`config.mk`:
```
export PLATFORM = sky130hd
export DESIGN_NAME = ddc1_vsync_tx
export DESIGN_NICKNAME = d
export VERILOG_FILES = /design/src/rtl/ddc1_tx_pkg.sv /design/src/rtl/ddc1_sync_edge.sv /design/src/rtl/ddc1_tx_hold.sv /design/src/rtl/ddc1_tx_shift.sv /design/src/rtl/ddc1_vsync_tx.sv
export SDC_FILE = /design/constraint.sdc
export NUM_CORES = 1
export LEC_CHECK = 0
export BUFFER_PORTS_ARGS = -buffer_cell sky130_fd_sc_hd__clkbuf_2
export CAP_MARGIN = 20
export CORE_ASPECT_RATIO = 1.2
export CORE_MARGIN = 8
export CORE_UTILIZATION = 40
export CTS_BUF_LIST = sky130_fd_sc_hd__clkbuf_16
export CTS_CLUSTER_SIZE = 25
export DETAILED_ROUTE_END_ITERATION = 7
export GPL_TIMING_DRIVEN = 1
export HOLD_SLACK_MARGIN = 0.1
export MAX_ROUTING_LAYER = met4
export SETUP_SLACK_MARGIN = 0.1
export SLEW_MARGIN = 5
export SYNTH_ARGS = -nofsm -noshare
export SYNTH_HDL_FRONTEND = slang
export SYNTH_HIERARCHICAL = 1
export SYNTH_SLANG_ARGS = --single-unit
```
`constraint.sdc`:
```
create_clock -name clk -period 3.5 [get_ports clk]
set_input_delay 0.525 -clock clk [delete_from_list [all_inputs] [get_ports clk]]
set_output_delay 0.525 -clock clk [all_outputs]
set_load 0.005 [all_outputs]
```
`src/rtl/ddc1_tx_pkg.sv`:
```
package ddc1_tx_pkg;

   // Position of the shifter inside a frame
   typedef enum logic [1:0] {
      PH_LOAD  = 2'd0,
      PH_SHIFT = 2'd1,
      PH_TRAIL = 2'd2
   } tx_phase_e;

endpackage

```
`src/rtl/ddc1_sync_edge.sv`:
```
module ddc1_sync_edge #(
   parameter int STAGES = 2
) (
   input  logic clk,
   input  logic rst_n,
   input  logic async_in,
   output logic rise_o
);

   generate
      if (STAGES < 2) begin : g_bad_stages
         $error("ddc1_sync_edge: STAGES must be at least 2");
      end
   endgenerate

   logic [STAGES-1:0] chain_q;
   logic              last_q;

   generate
      genvar gi;
      for (gi = 0; gi < STAGES; gi++) begin : g_stage
         if (gi == 0) begin : g_first
            always_ff @(posedge clk or negedge rst_n) begin
               if (!rst_n) chain_q[gi] <= 1'b0;
               else        chain_q[gi] <= async_in;
            end
         end else begin : g_next
            always_ff @(posedge clk or negedge rst_n) begin
               if (!rst_n) chain_q[gi] <= 1'b0;
               else        chain_q[gi] <= chain_q[gi-1];
            end
         end
      end
   endgenerate

   always_ff @(posedge clk or negedge rst_n) begin
      if (!rst_n) last_q <= 1'b0;
      else        last_q <= chain_q[STAGES-1];
   end

   assign rise_o = chain_q[STAGES-1] & ~last_q;

endmodule

```
`src/rtl/ddc1_tx_hold.sv`:
```
module ddc1_tx_hold #(
   parameter int DATA_W = 8
) (
   input  logic              clk,
   input  logic              rst_n,
   input  logic              wr_i,
   input  logic [DATA_W-1:0] data_i,
   input  logic              take_i,
   output logic [DATA_W-1:0] data_o,
   output logic              empty_o
);

   logic [DATA_W-1:0] hold_q;
   logic              empty_q;

   always_ff @(posedge clk or negedge rst_n) begin
      if (!rst_n) hold_q <= '0;
      else if (wr_i) hold_q <= data_i;
   end

   // a write in the same cycle as a take wins: the new byte is still pending
   always_ff @(posedge clk or negedge rst_n) begin
      if (!rst_n)      empty_q <= 1'b1;
      else if (wr_i)   empty_q <= 1'b0;
      else if (take_i) empty_q <= 1'b1;
   end

   assign data_o  = hold_q;
   assign empty_o = empty_q;

endmodule

```
`src/rtl/ddc1_tx_shift.sv`:
```
module ddc1_tx_shift
   import ddc1_tx_pkg::*;
#(
   parameter int DATA_W     = 8,
   parameter int TRAIL_BITS = 1
) (
   input  logic              clk,
   input  logic              rst_n,
   input  logic              en_i,
   input  logic              step_i,
   input  logic [DATA_W-1:0] load_i,
   output logic              take_o,
   output logic              sda_o
);

   localparam int FRAME_LEN = DATA_W + TRAIL_BITS;
   localparam int CNT_W     = $clog2(FRAME_LEN);
   localparam logic [CNT_W-1:0] LAST_POS = CNT_W'(FRAME_LEN - 1);
   localparam logic [CNT_W-1:0] DATA_END = CNT_W'(DATA_W);

   generate
      if (DATA_W < 2) begin : g_bad_width
         $error("ddc1_tx_shift: DATA_W must be at least 2");
      end
      if (TRAIL_BITS < 0) begin : g_bad_trail
         $error("ddc1_tx_shift: TRAIL_BITS must not be negative");
      end
   endgenerate

   logic [CNT_W-1:0]  pos_q;
   logic [DATA_W-1:0] shreg_q;
   logic              sda_q;
   tx_phase_e         phase;

   always_comb begin
      if (pos_q == '0)           phase = PH_LOAD;
      else if (pos_q < DATA_END) phase = PH_SHIFT;
      else                       phase = PH_TRAIL;
   end

   assign take_o = en_i & step_i & (phase == PH_LOAD);

   always_ff @(posedge clk or negedge rst_n) begin
      if (!rst_n) begin
         pos_q   <= '0;
         shreg_q <= '0;
         sda_q   <= 1'b1;
      end else if (!en_i) begin
         pos_q   <= '0;
         sda_q   <= 1'b1;
      end else if (step_i) begin
         pos_q <= (pos_q == LAST_POS) ? '0 : pos_q + 1'b1;
         unique case (phase)
            PH_LOAD: begin
               sda_q   <= load_i[DATA_W-1];
               shreg_q <= {load_i[DATA_W-2:0], 1'b0};
            end
            PH_SHIFT: begin
               sda_q   <= shreg_q[DATA_W-1];
               shreg_q <= {shreg_q[DATA_W-2:0], 1'b0};
            end
            default: sda_q <= 1'b1;
         endcase
      end
   end

   // released high the moment the mode bit drops
   assign sda_o = en_i ? sda_q : 1'b1;

endmodule

```
`src/rtl/ddc1_vsync_tx.sv`:
```
module ddc1_vsync_tx #(
   parameter int DATA_W      = 8,
   parameter int TRAIL_BITS  = 1,
   parameter int SYNC_STAGES = 2
) (
   input  logic              clk,
   input  logic              rst_n,
   input  logic              vsync_in,
   input  logic              ctrl_wr,
   input  logic              ctrl_en,
   input  logic              data_wr,
   input  logic [DATA_W-1:0] data_in,
   input  logic              normal_rw_in,
   output logic              sda_out,
   output logic              tx_empty,
   output logic              rw_status
);

   logic              en_q;
   logic              vs_rise;
   logic              take;
   logic [DATA_W-1:0] hold_data;

   always_ff @(posedge clk or negedge rst_n) begin
      if (!rst_n)       en_q <= 1'b0;
      else if (ctrl_wr) en_q <= ctrl_en;
   end

   ddc1_sync_edge #(.STAGES(SYNC_STAGES)) i_sync (
      .clk      (clk),
      .rst_n    (rst_n),
      .async_in (vsync_in),
      .rise_o   (vs_rise)
   );

   ddc1_tx_hold #(.DATA_W(DATA_W)) i_hold (
      .clk     (clk),
      .rst_n   (rst_n),
      .wr_i    (data_wr),
      .data_i  (data_in),
      .take_i  (take),
      .data_o  (hold_data),
      .empty_o (tx_empty)
   );

   ddc1_tx_shift #(.DATA_W(DATA_W), .TRAIL_BITS(TRAIL_BITS)) i_shift (
      .clk    (clk),
      .rst_n  (rst_n),
      .en_i   (en_q),
      .step_i (vs_rise),
      .load_i (hold_data),
      .take_o (take),
      .sda_o  (sda_out)
   );

   assign rw_status = en_q | normal_rw_in;

endmodule

```
==> out/metrics.csv <==
metric;value;unit
status;finished, final reports clean;
EDFF count, synth;0;
DP HPWL;1.38;mm
Core Util, Final;0.476;
Syn. warnings;6;
CP Data Arrival Time;1.14;ns
cell accounting for the most synthesized area;dfrtp_1;
vias in the first global route;752;
DRC Markers;0;
Slew Limit Headroom;0.613;
Synth Area in Compound Gates;0.128;
Die ar.;4890;sq um
syn_nets;114;
CTS tree;built;
TritonCTS Buffers;3;
RSZ-0062 raised after global routing;no;
fin cells;147;
CTS hold repair buffers;0;
Initial Util;0.417;
CP startpoint kind;flop;
DIE WIDTH;65.2;um
synth top area cells;dfrtp_1 50%, mux2_4 13%, dfstp_2 4.5%;
layout cells sized above 1;0.327;
worst vdd ir;219;uV
num ports;18;
total of max-cap violations;0;
Worst setup EP type;output port;
CTS Sinks;25;
Fmax;602;MHz
post_cts resized;0;
post-route setup TNS;0;ns
worst slew pin tran;0.581;ns
XOR/XNOR Fraction of Synth Area;0;
post-synth top area share;0.496;
Antenna diodes;0;
Synth Area in Adders;0.0216;
nets@finish;131;
synthesized flop and latch total;25;
initial antenna violation count;0;
CTS max path bufs;2;
vias per cell;4.99;
worst-skew pair later-pin latency;0.25;ns
Root Buffer;clkbuf_16;
via count;733;
Critical Path RT;2.97;ns
period utilization;0.474;
initial DRC count;13;
Cell Pwr Density;515;nW/um^2
Cell Rows;21;
final hold violations;0;
postcts setup bufs;0;
Pins Over Slew Limit;0;
remaining global-route overflow;0;
DIE HEIGHT;75.0;um
routability cong.;0.715;
mux cell area share after synthesis;0.138;
Setup violations, final;0;
Port Buffer Count;17;
Synth Area in Simple Gates;0.125;
Synth Flop Type;dfrtp_1;
CP max stage cell;dfrtp_1;
CP Class;flop to output port;
crit-path max cell delay;0.47;ns
Cells after Synth;97;
Hold/Removal Path Class;input port to asynchronous set/reset pin;
routed len/inst;12.4;um
P_leak;0.641;nW
H-tree Lvls;1;
Yosys cell types;28;
total global-route track usage;0.0905;
Fin Clk Skew;0.00357;ns
first-pass GRT wire length;3.26;mm
largest net degree at the start of global routing;26;
Final Cell Area;1330;sq um
ys async rst share;1.00;
Tot Pwr;0.682;mW
CP cell instances;or2_2, clkbuf_2;
clk slew on worst S/H paths;0.06;ns
Fillers;286;
worst-path maximum fanout;9;
Post-synth top cells;23 x dfrtp_1, 12 x nand2_1, 10 x mux2_4;
synthesized area per cell;12.0;sq um
Cell Area, Synth;1160;sq um
Post-Place Cells;143;
total wire length;1.83;mm
top-count cell post-synth;dfrtp_1;
largest family of logic cells by synthesized area;multiplexers;
Area Overhead vs Synth;14.1;%
DP Area;1250;sq um
area of the core;2790;sq um
drt first pass iters;4;
sequential fraction of the synthesis area;0.541;
crit path time final;1.66;ns
ANT nets after route;0;
## per-layer routing
metal,track usage,vias up,part of all wire,wire length (um)
met3,0.0298,5,0.045,83
met4,0.0583,0,0.022,41
li1,-,367,-,-
met5,-,-,0,0
met1,0.0966,345,0.45,831
met2,0.142,16,0.48,871
## area by class of cell
type,count,area [sq um],share of cell area
Inverter,3,11.3,0.00850
Multi-Input combinational cell,64,479,0.362
Sequential cell,25,628,0.474
Tap cell,34,42.5,0.0321
Clock buffer,3,75.1,0.0567
Clock inverter,1,3.75,0.00283
Timing Repair Buffer,17,85.1,0.0642
## placed cells by master, fill, tap and decap left out
cell       count
nor2_1         8
o21a_1         1
and4b_1        1
nand3_1        1
nor2b_2        1
clkbuf_2      17
inv_1          4
dfstp_2        2
a21oi_1        7
o31ai_1        6
dfrtp_1       23
nor2b_4        1
o22a_1         1
clkbuf_16      3
a211o_2        1
o21ba_2        1
o211a_1        1
or2_2          1
nand2_1       12
o21ai_0        3
mux2_4        10
a21boi_0       1
mux2i_1        1
ha_1           2
nand2b_1       2
nand3b_1       1
nor2b_1        1
## state kept, by name (all words and copies together) (netlist names)
signal	flops
i_shift/pos_q	4
i_hold/data_o	8
i_shift/sda_q	1
i_sync/last_q	1
en_q	1
i_sync/chain_q	2
i_hold/empty_o	1
i_shift/shreg_q	7
## final timing paths
path	from	end	slack, ns	cells past startpoint
max	en_q	rw_status	1.84	2
min	rst_n	i_hold/data_o[4]	0.26	1
max reg2reg	i_shift/pos_q[0]	i_shift/sda_q	1.90	5
min reg2reg	i_sync/chain_q[0]	i_sync/chain_q[1]	0.35	0
max in group asynchronous	rst_n	en_q	2.86	1
min in group clk	i_sync/chain_q[0]	i_sync/chain_q[1]	0.35	0
## per-stage QoR
stage	hold slack [ns]	setup slack, ns
detailed placement	0.345	1.89
global placement	0.338	1.93
CTS	0.285	1.82
finish	0.260	1.84
floorplan	0.229	2.07
global route	0.309	1.77
## worst max-delay path, delay by kind of cell (launching register included)
| family | cells | cell delay [ns] |
|---|---|---|
| buffers and inverters | 1 | 0.11 |
| and+or+nand+nor | 1 | 0.30 |
| DFF | 1 | 0.47 |
## power breakdown
group          internal [mW]  switching (mW)  leakage, nW
clock                  0.152          0.0870       0.0423
combinational         0.0502          0.0422        0.295
sequential             0.328          0.0225        0.304
total                  0.530           0.152        0.641
## logic make-up after synthesis
kind of cell    after synthesis
buf+inv                       8
mux                          11
simple gates                 29
fa+ha+maj                     2
compound gates               22
flops                        25
Power figures use the tool's default switching activity.
